### src/rtl/xhb_pkg.sv
package xhb_pkg;
  timeunit 1ns; timeprecision 1ps;
  localparam int WORD_W     = 16;
  localparam int ADDR_SPLIT = 8;
  typedef enum logic [2:0] {RO_IDLE, RO_HDR, RO_SCAN, RO_DATA, RO_TRL} ro_state_e;
endpackage

### src/rtl/xhb_history.sv
module xhb_history import xhb_pkg::*; #(
  parameter  int DEPTH = 32,
  parameter  int NTOW  = 4,
  localparam int PTR_W = $clog2(DEPTH),
  localparam int TW_W  = $clog2(NTOW),
  localparam int CW    = $clog2(NTOW + 1),
  localparam int MA_W  = $clog2(DEPTH * NTOW)
) (
  input  logic              clk,
  input  logic              rst_n,
  input  logic              xing_strobe,
  input  logic              tw_valid,
  input  logic [WORD_W-1:0] tw_data,
  output logic [PTR_W-1:0]  wr_slot,
  input  logic [PTR_W-1:0]  rd_slot,
  input  logic [TW_W-1:0]   rd_tow,
  output logic [WORD_W-1:0] rd_data
);
  logic [PTR_W-1:0]  slot_q, slot_d;
  logic [CW-1:0]     tcnt_q, tcnt_d, tcnt_base;
  logic              wr_en;
  logic [MA_W-1:0]   wa, ra;
  logic [WORD_W-1:0] mem [DEPTH*NTOW];

  // next-state: slot advance and tower counter
  always_comb begin
    slot_d    = slot_q;
    tcnt_base = tcnt_q;
    if (xing_strobe) begin
      slot_d    = (slot_q == PTR_W'(DEPTH - 1)) ? '0 : slot_q + 1'b1;
      tcnt_base = '0;
    end
    wr_en  = tw_valid && (tcnt_base < CW'(NTOW));
    tcnt_d = tcnt_base + CW'(wr_en);
    wa     = MA_W'(slot_d) * MA_W'(NTOW) + MA_W'(tcnt_base[TW_W-1:0]);
  end

  always_ff @(posedge clk or negedge rst_n) begin
    if (!rst_n) begin
      slot_q <= '0;
      tcnt_q <= '0;
    end else begin
      slot_q <= slot_d;
      tcnt_q <= tcnt_d;
    end
  end

  // storage array, no reset
  always_ff @(posedge clk) begin
    if (wr_en) mem[wa] <= tw_data;
  end

  assign ra      = MA_W'(rd_slot) * MA_W'(NTOW) + MA_W'(rd_tow);
  assign rd_data = mem[ra];
  assign wr_slot = slot_q;
endmodule

### src/rtl/xhb_cfg_clamp.sv
module xhb_cfg_clamp #(
  parameter  int DEPTH = 32,
  parameter  int WIN_W = 2,
  localparam int LAT_W = $clog2(DEPTH),
  localparam int SW    = LAT_W + 1
) (
  input  logic [LAT_W-1:0] lat,
  input  logic [WIN_W-1:0] pre,
  input  logic [WIN_W-1:0] post,
  output logic [LAT_W-1:0] lat_eff,
  output logic [WIN_W-1:0] pre_eff,
  output logic [WIN_W-1:0] post_eff,
  output logic             clamped
);
  logic [SW-1:0] need_lat, span;

  always_comb begin
    post_eff = post;
    // later crossings must already be complete
    need_lat = SW'(post) + SW'(1);
    lat_eff  = (SW'(lat) < need_lat) ? LAT_W'(need_lat) : lat;
    // earliest crossing must still be held
    span     = SW'(lat_eff) + SW'(pre);
    if (span > SW'(DEPTH - 1)) pre_eff = WIN_W'(SW'(DEPTH - 1) - SW'(lat_eff));
    else                       pre_eff = pre;
    clamped  = (lat_eff != lat) || (pre_eff != pre);
  end
endmodule

### src/rtl/xhb_acc_q.sv
module xhb_acc_q #(
  parameter int EW = 32
) (
  input  logic          clk,
  input  logic          rst_n,
  input  logic          push,
  input  logic [EW-1:0] din,
  input  logic          pop,
  output logic [EW-1:0] dout,
  output logic          nonempty,
  output logic          ovf
);
  logic [EW-1:0] e0_q, e0_d, e1_q, e1_d;
  logic [1:0]    cnt_q, cnt_d, cnt_p;
  logic          ovf_q, ovf_d, do_pop, do_push;

  always_comb begin
    do_pop  = pop && (cnt_q != 2'd0);
    do_push = push && ((cnt_q != 2'd2) || do_pop);
    cnt_p   = cnt_q - 2'(do_pop);
    e0_d    = do_pop ? e1_q : e0_q;
    e1_d    = e1_q;
    if (do_push) begin
      if (cnt_p == 2'd0) e0_d = din;
      else               e1_d = din;
    end
    cnt_d = cnt_p + 2'(do_push);
    ovf_d = ovf_q | (push && !do_push);
  end

  always_ff @(posedge clk or negedge rst_n) begin
    if (!rst_n) begin
      cnt_q <= '0;
      ovf_q <= 1'b0;
    end else begin
      cnt_q <= cnt_d;
      ovf_q <= ovf_d;
    end
  end

  // entry payload, clock-enabled, no reset
  always_ff @(posedge clk) begin
    if (do_pop || do_push) begin
      e0_q <= e0_d;
      e1_q <= e1_d;
    end
  end

  assign dout     = e0_q;
  assign nonempty = (cnt_q != 2'd0);
  assign ovf      = ovf_q;
endmodule

### src/rtl/xhb_readout.sv
module xhb_readout import xhb_pkg::*; #(
  parameter  int DEPTH = 32,
  parameter  int NTOW  = 4,
  parameter  int WIN_W = 2,
  localparam int PTR_W = $clog2(DEPTH),
  localparam int TW_W  = $clog2(NTOW),
  localparam int K_W   = WIN_W + 1,
  localparam int SL_W  = PTR_W + 1
) (
  input  logic              clk,
  input  logic              rst_n,
  input  logic              q_nonempty,
  input  logic [PTR_W-1:0]  q_base,
  input  logic [K_W-1:0]    q_nxm1,
  input  logic              q_zs,
  input  logic [WORD_W-1:0] q_hdr,
  output logic              q_pop,
  output logic [PTR_W-1:0]  rd_slot,
  output logic [TW_W-1:0]   rd_tow,
  input  logic [WORD_W-1:0] rd_data,
  output logic              out_valid,
  input  logic              out_ready,
  output logic [WORD_W-1:0] out_data,
  output logic              out_last
);
  ro_state_e         st_q, st_d;
  logic [PTR_W-1:0]  base_q, base_d;
  logic [K_W-1:0]    nxm1_q, nxm1_d, k_q, k_d;
  logic              zs_q, zs_d;
  logic [WORD_W-1:0] hdr_q, hdr_d, cnt_q, cnt_d, addr_word;
  logic [TW_W-1:0]   t_q, t_d;
  logic [SL_W-1:0]   slot_sum;
  logic              at_end, adv;

  always_comb begin
    slot_sum = {1'b0, base_q} + SL_W'(k_q);
    rd_slot  = (slot_sum >= SL_W'(DEPTH)) ? PTR_W'(slot_sum - SL_W'(DEPTH)) : PTR_W'(slot_sum);
    rd_tow   = t_q;
    at_end   = (t_q == TW_W'(NTOW - 1)) && (k_q == nxm1_q);
    addr_word = '0;
    addr_word[WORD_W-1:ADDR_SPLIT] = (WORD_W-ADDR_SPLIT)'(k_q);
    addr_word[TW_W-1:0]            = t_q;
  end

  // next-state and output decode
  always_comb begin
    st_d = st_q; base_d = base_q; nxm1_d = nxm1_q; zs_d = zs_q; hdr_d = hdr_q;
    k_d = k_q; t_d = t_q; cnt_d = cnt_q;
    q_pop = 1'b0; adv = 1'b0;
    out_valid = 1'b0; out_data = '0; out_last = 1'b0;
    unique case (st_q)
      RO_IDLE: begin
        if (q_nonempty) begin
          q_pop  = 1'b1;
          base_d = q_base; nxm1_d = q_nxm1; zs_d = q_zs; hdr_d = q_hdr;
          k_d = '0; t_d = '0; cnt_d = '0;
          st_d = RO_HDR;
        end
      end
      RO_HDR: begin
        out_valid = 1'b1;
        out_data  = hdr_q;
        if (out_ready) st_d = RO_SCAN;
      end
      RO_SCAN: begin
        if (!zs_q) begin
          out_valid = 1'b1;
          out_data  = rd_data;
          if (out_ready) begin
            cnt_d = cnt_q + 1'b1;
            adv   = 1'b1;
          end
        end else if (rd_data != '0) begin
          out_valid = 1'b1;
          out_data  = addr_word;
          if (out_ready) st_d = RO_DATA;
        end else begin
          adv = 1'b1;
        end
      end
      RO_DATA: begin
        out_valid = 1'b1;
        out_data  = rd_data;
        if (out_ready) begin
          cnt_d = cnt_q + WORD_W'(2);
          adv   = 1'b1;
        end
      end
      RO_TRL: begin
        out_valid = 1'b1;
        out_data  = cnt_q;
        out_last  = 1'b1;
        if (out_ready) st_d = RO_IDLE;
      end
      default: st_d = RO_IDLE;
    endcase
    if (adv) begin
      if (at_end) begin
        st_d = RO_TRL;
      end else begin
        st_d = RO_SCAN;
        if (t_q == TW_W'(NTOW - 1)) begin
          t_d = '0;
          k_d = k_q + 1'b1;
        end else begin
          t_d = t_q + 1'b1;
        end
      end
    end
  end

  always_ff @(posedge clk or negedge rst_n) begin
    if (!rst_n) begin
      st_q <= RO_IDLE;
      k_q  <= '0;
      t_q  <= '0;
      cnt_q <= '0;
    end else begin
      st_q <= st_d;
      k_q  <= k_d;
      t_q  <= t_d;
      cnt_q <= cnt_d;
    end
  end

  // event context, loaded on pop only
  always_ff @(posedge clk) begin
    if (q_pop) begin
      base_q <= base_d;
      nxm1_q <= nxm1_d;
      zs_q   <= zs_d;
      hdr_q  <= hdr_d;
    end
  end
endmodule

### src/rtl/xing_hist_zs.sv
module xing_hist_zs import xhb_pkg::*; #(
  parameter  int DEPTH = 32,
  parameter  int NTOW  = 4,
  parameter  int WIN_W = 2,
  localparam int PTR_W = $clog2(DEPTH),
  localparam int LAT_W = PTR_W,
  localparam int TW_W  = $clog2(NTOW),
  localparam int K_W   = WIN_W + 1,
  localparam int SL_W  = PTR_W + 1,
  localparam int EW    = PTR_W + K_W + 1 + WORD_W
) (
  input  logic              clk,
  input  logic              rst_n,
  input  logic              xing_strobe,
  input  logic              tw_valid,
  input  logic [WORD_W-1:0] tw_data,
  input  logic              accept,
  input  logic [LAT_W-1:0]  cfg_lat,
  input  logic [WIN_W-1:0]  cfg_pre,
  input  logic [WIN_W-1:0]  cfg_post,
  input  logic              cfg_zs,
  output logic              out_valid,
  input  logic              out_ready,
  output logic [WORD_W-1:0] out_data,
  output logic              out_last,
  output logic              cfg_clamped,
  output logic              acc_overflow
);
  logic [1:0]        rs_q;
  logic              rst_sync_n;
  logic [PTR_W-1:0]  wr_slot, rd_slot, base_in, q_base;
  logic [TW_W-1:0]   rd_tow;
  logic [WORD_W-1:0] rd_data, hdr_in, q_hdr;
  logic [LAT_W-1:0]  lat_eff;
  logic [WIN_W-1:0]  pre_eff, post_eff;
  logic              clamp_w, clamp_q, q_nonempty, q_pop, q_zs;
  logic [K_W-1:0]    nxm1_in, q_nxm1;
  logic [SL_W-1:0]   base_w;
  logic [EW-1:0]     q_din, q_dout;

  // asynchronous assert, synchronous release
  always_ff @(posedge clk or negedge rst_n) begin
    if (!rst_n) rs_q <= '0;
    else        rs_q <= {rs_q[0], 1'b1};
  end
  assign rst_sync_n = rs_q[1];

  xhb_history #(.DEPTH(DEPTH), .NTOW(NTOW)) u_hist (
    .clk(clk), .rst_n(rst_sync_n), .xing_strobe(xing_strobe), .tw_valid(tw_valid),
    .tw_data(tw_data), .wr_slot(wr_slot), .rd_slot(rd_slot), .rd_tow(rd_tow),
    .rd_data(rd_data)
  );

  xhb_cfg_clamp #(.DEPTH(DEPTH), .WIN_W(WIN_W)) u_clamp (
    .lat(cfg_lat), .pre(cfg_pre), .post(cfg_post), .lat_eff(lat_eff),
    .pre_eff(pre_eff), .post_eff(post_eff), .clamped(clamp_w)
  );

  // queue entry formed in the accept cycle
  always_comb begin
    base_w  = {1'b0, wr_slot} + SL_W'(DEPTH) - SL_W'(lat_eff) - SL_W'(pre_eff);
    base_in = (base_w >= SL_W'(DEPTH)) ? PTR_W'(base_w - SL_W'(DEPTH)) : PTR_W'(base_w);
    nxm1_in = K_W'(pre_eff) + K_W'(post_eff);
    hdr_in  = '0;
    hdr_in[WORD_W-1]               = cfg_zs;
    hdr_in[LAT_W-1:0]              = lat_eff;
    hdr_in[LAT_W +: WIN_W]         = post_eff;
    hdr_in[LAT_W + WIN_W +: WIN_W] = pre_eff;
    q_din   = {base_in, nxm1_in, cfg_zs, hdr_in};
  end

  xhb_acc_q #(.EW(EW)) u_q (
    .clk(clk), .rst_n(rst_sync_n), .push(accept), .din(q_din), .pop(q_pop),
    .dout(q_dout), .nonempty(q_nonempty), .ovf(acc_overflow)
  );
  assign {q_base, q_nxm1, q_zs, q_hdr} = q_dout;

  xhb_readout #(.DEPTH(DEPTH), .NTOW(NTOW), .WIN_W(WIN_W)) u_ro (
    .clk(clk), .rst_n(rst_sync_n), .q_nonempty(q_nonempty), .q_base(q_base),
    .q_nxm1(q_nxm1), .q_zs(q_zs), .q_hdr(q_hdr), .q_pop(q_pop), .rd_slot(rd_slot),
    .rd_tow(rd_tow), .rd_data(rd_data), .out_valid(out_valid), .out_ready(out_ready),
    .out_data(out_data), .out_last(out_last)
  );

  always_ff @(posedge clk or negedge rst_sync_n) begin
    if (!rst_sync_n) clamp_q <= 1'b0;
    else             clamp_q <= clamp_w;
  end
  assign cfg_clamped = clamp_q;
endmodule

### config.mk
export PLATFORM = sky130hd
export DESIGN_NAME = xing_hist_zs
export DESIGN_NICKNAME = d
export VERILOG_FILES = /design/src/rtl/xhb_pkg.sv /design/src/rtl/xhb_history.sv /design/src/rtl/xhb_cfg_clamp.sv /design/src/rtl/xhb_acc_q.sv /design/src/rtl/xhb_readout.sv /design/src/rtl/xing_hist_zs.sv
export SDC_FILE = /design/constraint.sdc
export NUM_CORES = 2
export LEC_CHECK = 0
export BUFFER_PORTS_ARGS = -buffer_cell sky130_fd_sc_hd__buf_2
export CORE_ASPECT_RATIO = 1.5
export CORE_MARGIN = 3
export CORE_UTILIZATION = 45
export CTS_CLUSTER_SIZE = 8
export DETAILED_ROUTE_END_ITERATION = 16
export SYNTH_ARGS = -nofsm -noshare
export SYNTH_HDL_FRONTEND = slang
export SYNTH_SLANG_ARGS = --single-unit
### constraint.sdc
create_clock -name clk -period 4.7 [get_ports clk]
set_clock_uncertainty 0.2 [all_clocks]
set_input_delay 0.94 -clock clk [delete_from_list [all_inputs] [get_ports clk]]
set_output_delay 0.94 -clock clk [all_outputs]
set_load 0.02 [all_outputs]
==> results.yml <==
drt:
  drc: 0
  postRouteAntennaNets: 0
  vias: 43475
  drtIter0Drc: 4365
  dr.pass1.iters: 6
  viasPerCell: 5.91
  wire_per_inst_um: 29.8
  wl_um: 219000
setup_path:
  startpoint_type: "flop"
  critPathRequiredTime_ns: 3.56
  crit_fanout: 8
  endpoint_kind: "output pin"
  critPathArrivalTime_ns: 5.40
  worstSetupPathType: "flop to output pin"
die:
  die_area_mm2: 0.193
  die_y_um: 536
  fp.dieW_um: 359
  core-area_mm2: 0.185
  pin_count: 52
  start_util_pct: 45.5
  fp-row-count: 193
global_routing:
  grt-ovfl-total: 0
  grt_max_degree: 129
  gr-usage-all-layers_pct: 22.7
  grt_pass1_vias: 45331
  grt_pass1_wl_um: 318000
  antenna_found_initial: 2
pwr:
  p_per_area_mw_per_mm2: 651
  total_power_mw: 66.7
  vdd_drop_max_uv: 427
  power_leakage_nw: 34.4
placed_design:
  portBuffers: 51
  place.gp.congestion: 0.893
  hpwl_um: 137000
timing:
  setup_viol: 25
  setup_ws_ns: -1.84
  hold_viol_final: 0
  fmax_ghz: 0.153
  rsz0062_at_grt: "yes"
  timing.hold.ws_ns: 0.143
  slew-limit-headroom_pct: 17.9
  period_needed_ns: 6.54
  final_max_slew_viol_count: 0
  worstMarginPinSlew_ns: 1.23
  period_share_pct: 139
yosys:
  post_synth_num_cell_types: 58
  synth_cells: 4041
  syn_avg_cell_area_um2: 20.8
  synth_area_mm2: 0.0842
  ys_async_sr_fraction_pct: 1.76
  synth_edf_count: 2116
  yosys_register_bits: 2154
  ys_warn_count: 0
  synth_ff_type: "edfxtp_1"
  syn_nets: 4103
  seq_area_frac_synth_pct: 76.6
clock_tree:
  clock_latency_ns: 0.83
  cts_made_buffers: 311
  cts-root-buf: "clkbuf_16"
  cts_tree: "yes"
  htree_levels: 5
  cts_buffer_depth: 4
  clk_pin_slew_worst_paths_ns: 0.05
  cts_sinks: 2154
final_layout:
  final_common_cell: "edfxtp_1"
  fill_cells: 13776
  final_cell_mix: "2116 x edfxtp_1, 536 x buf_4, 512 x mux4_2"
  nets: 4904
  area_growth_pct: 21.7
  drive_above_1_share_pct: 36.1
  fin_util_pct: 55.4
job:
  cap_violations: 0
min_path:
  hold_path.class: "input port to flop"
run_status:
  status: "finished, violations left"
  violations: "setup timing"
==> path summary, 6_finish.rpt <==
path | from | cells past startpoint | slack (ns) | endpoint
max | u_ro.base_q[0] | 20 | -1.84 | out_data[1]
max in group asynchronous | rs_q[1] | 0 | 3.32 | u_ro.rd_tow[0]
max reg2reg | u_ro.base_q[0] | 21 | -0.48 | u_ro.k_q[0]
min | cfg_zs | 1 | 0.14 | u_q.e1_q[16]
min reg2reg | rs_q[0] | 0 | 0.15 | rs_q[1]
min in group asynchronous | rs_q[1] | 0 | 0.21 | u_ro.cnt_q[8]
==> metal layers <==
| metal | vias up | GRT usage [%] | part of all wire (%) |
|---|---|---|---|
| met5 | - | 0 | 0 |
| met4 | 0 | 9.79 | 4.3 |
| met3 | 401 | 3.28 | 5.6 |
| met2 | 1635 | 39.3 | 52 |
| met1 | 23184 | 28.8 | 38 |
| li1 | 18255 | - | - |
==> flip-flops by register name, summed over array words and instances (netlist names) <==
signal / flops
u_q.e1_q: 18
u_ro.hdr_q: 16
u_ro.st_q: 3
u_q.ovf: 1
u_ro.nxm1_q: 3
u_q.dout: 25
u_q.cnt_q: 2
u_hist.tcnt_q: 3
u_ro.rd_tow: 2
u_hist.mem: 2048
u_ro.cnt_q: 16
u_ro.k_q: 3
rs_q: 2
u_hist.wr_slot: 5
u_ro.base_q: 5
u_ro.zs_q: 1
cfg_clamped: 1
==> kinds of logic (layout without fill, tap and decap cells) <==
group           after synthesis  in the layout  synth area share, %
buf+inv                     267           1134                 1.52
flops                      2154           2154                 76.6
xor+xnor                     23             23                0.239
fa+ha+maj                    30             30                0.481
other cells                   1              7              0.00445
simple gates                599            599                 2.88
mux                         681            681                 15.8
compound gates              286            286                 2.52
==> what timing repair did <==
item                                   CTS  global route
hold buffers                             1             0
setup endpoints to repair               25            25
buffers inserted                        35             7
cloned                                   4             3
gates resized for setup                148           126
pin swaps                               35            21
endpoints found under the hold margin    2             0
==> critical path, stage by stage, from the launching register on <==
cell	delay (ns)
edfxtp_1	0.43
ha_4	0.31
buf_12	0.15
buf_16	0.17
buf_16	0.16
buf_12	0.13
buf_4	0.10
mux4_2	0.27
mux2_4	0.28
o22ai_2	0.15
buf_4	0.15
a221oi_2	0.05
nor2_4	0.22
nor4bb_4	0.09
or4_4	0.56
nor4_4	0.49
buf_4	0.23
or3_4	0.15
nor2_2	0.03
a211o_1	0.28
buf_6	0.14
==> area by class of cell <==
cell class                      instances  area (um^2)  share of cell area (%)
Tap cell                             2437         3050                    2.97
Multi-Input combinational cell       1620        19700                    19.2
Sequential cell                      2154        64500                    62.9
Clock buffer                          364         8110                    7.91
Timing Repair Buffer                  704         6680                    6.51
Inverter                               51          199                   0.194
Clock inverter                         15          263                   0.256
Antenna cell                            6         15.0                  0.0146
==> cells in the mapped netlist, types with 9 or more instances <==
cell | count | area share (%)
edfxtp_1 | 2116 | 75
mux4_2 | 512 | 14
nand2_1 | 347 | 1.5
nor2_1 | 183 | 0.82
mux2i_1 | 101 | 1.2
clkbuf_1 | 91 | 0.41
mux2_2 | 67 | 0.90
buf_2 | 58 | 0.34
o22ai_1 | 52 | 0.39
inv_1 | 50 | 0.22
a221oi_1 | 43 | 0.45
dfrtp_1 | 38 | 1.1
o221ai_1 | 36 | 0.37
buf_4 | 35 | 0.31
a32oi_1 | 32 | 0.33
o21ai_0 | 30 | 0.18
ha_1 | 26 | 0.39
buf_1 | 22 | 0.098
a21oi_1 | 21 | 0.12
a31oi_1 | 20 | 0.15
nand3_1 | 14 | 0.083
xnor2_1 | 14 | 0.15
buf_6 | 10 | 0.13
a222oi_1 | 9 | 0.11
and3_1 | 9 | 0.067
xor2_1 | 9 | 0.094
==> where the power goes <==
part | total (mW) | switching (mW) | leakage, nW | internal, mW
Sequential | 22.3 | 0.331 | 19.5 | 22.0
Combinational | 24.8 | 13.2 | 10.7 | 11.6
Clock | 19.6 | 7.55 | 4.08 | 12.0
==> metrics by stage <==
stage / setup WS, ns / setup TNS (ns) / area [um^2] / std cells
6_report: -1.84 / -21.73 / 103000 / 7351
5_1_grt: -1.86 / -22.82 / 103000 / 7346
4_1_cts: -1.84 / -22.89 / 102000 / 7339
3_5_place_dp: -1.65 / -22.68 / 92200 / 6924
3_3_place_gp: -1.63 / -21.91 / 92200 / 6924
2_1_floorplan: -0.142 / -0.144 / 84500 / 4041
(Power assumes the default switching activity.)
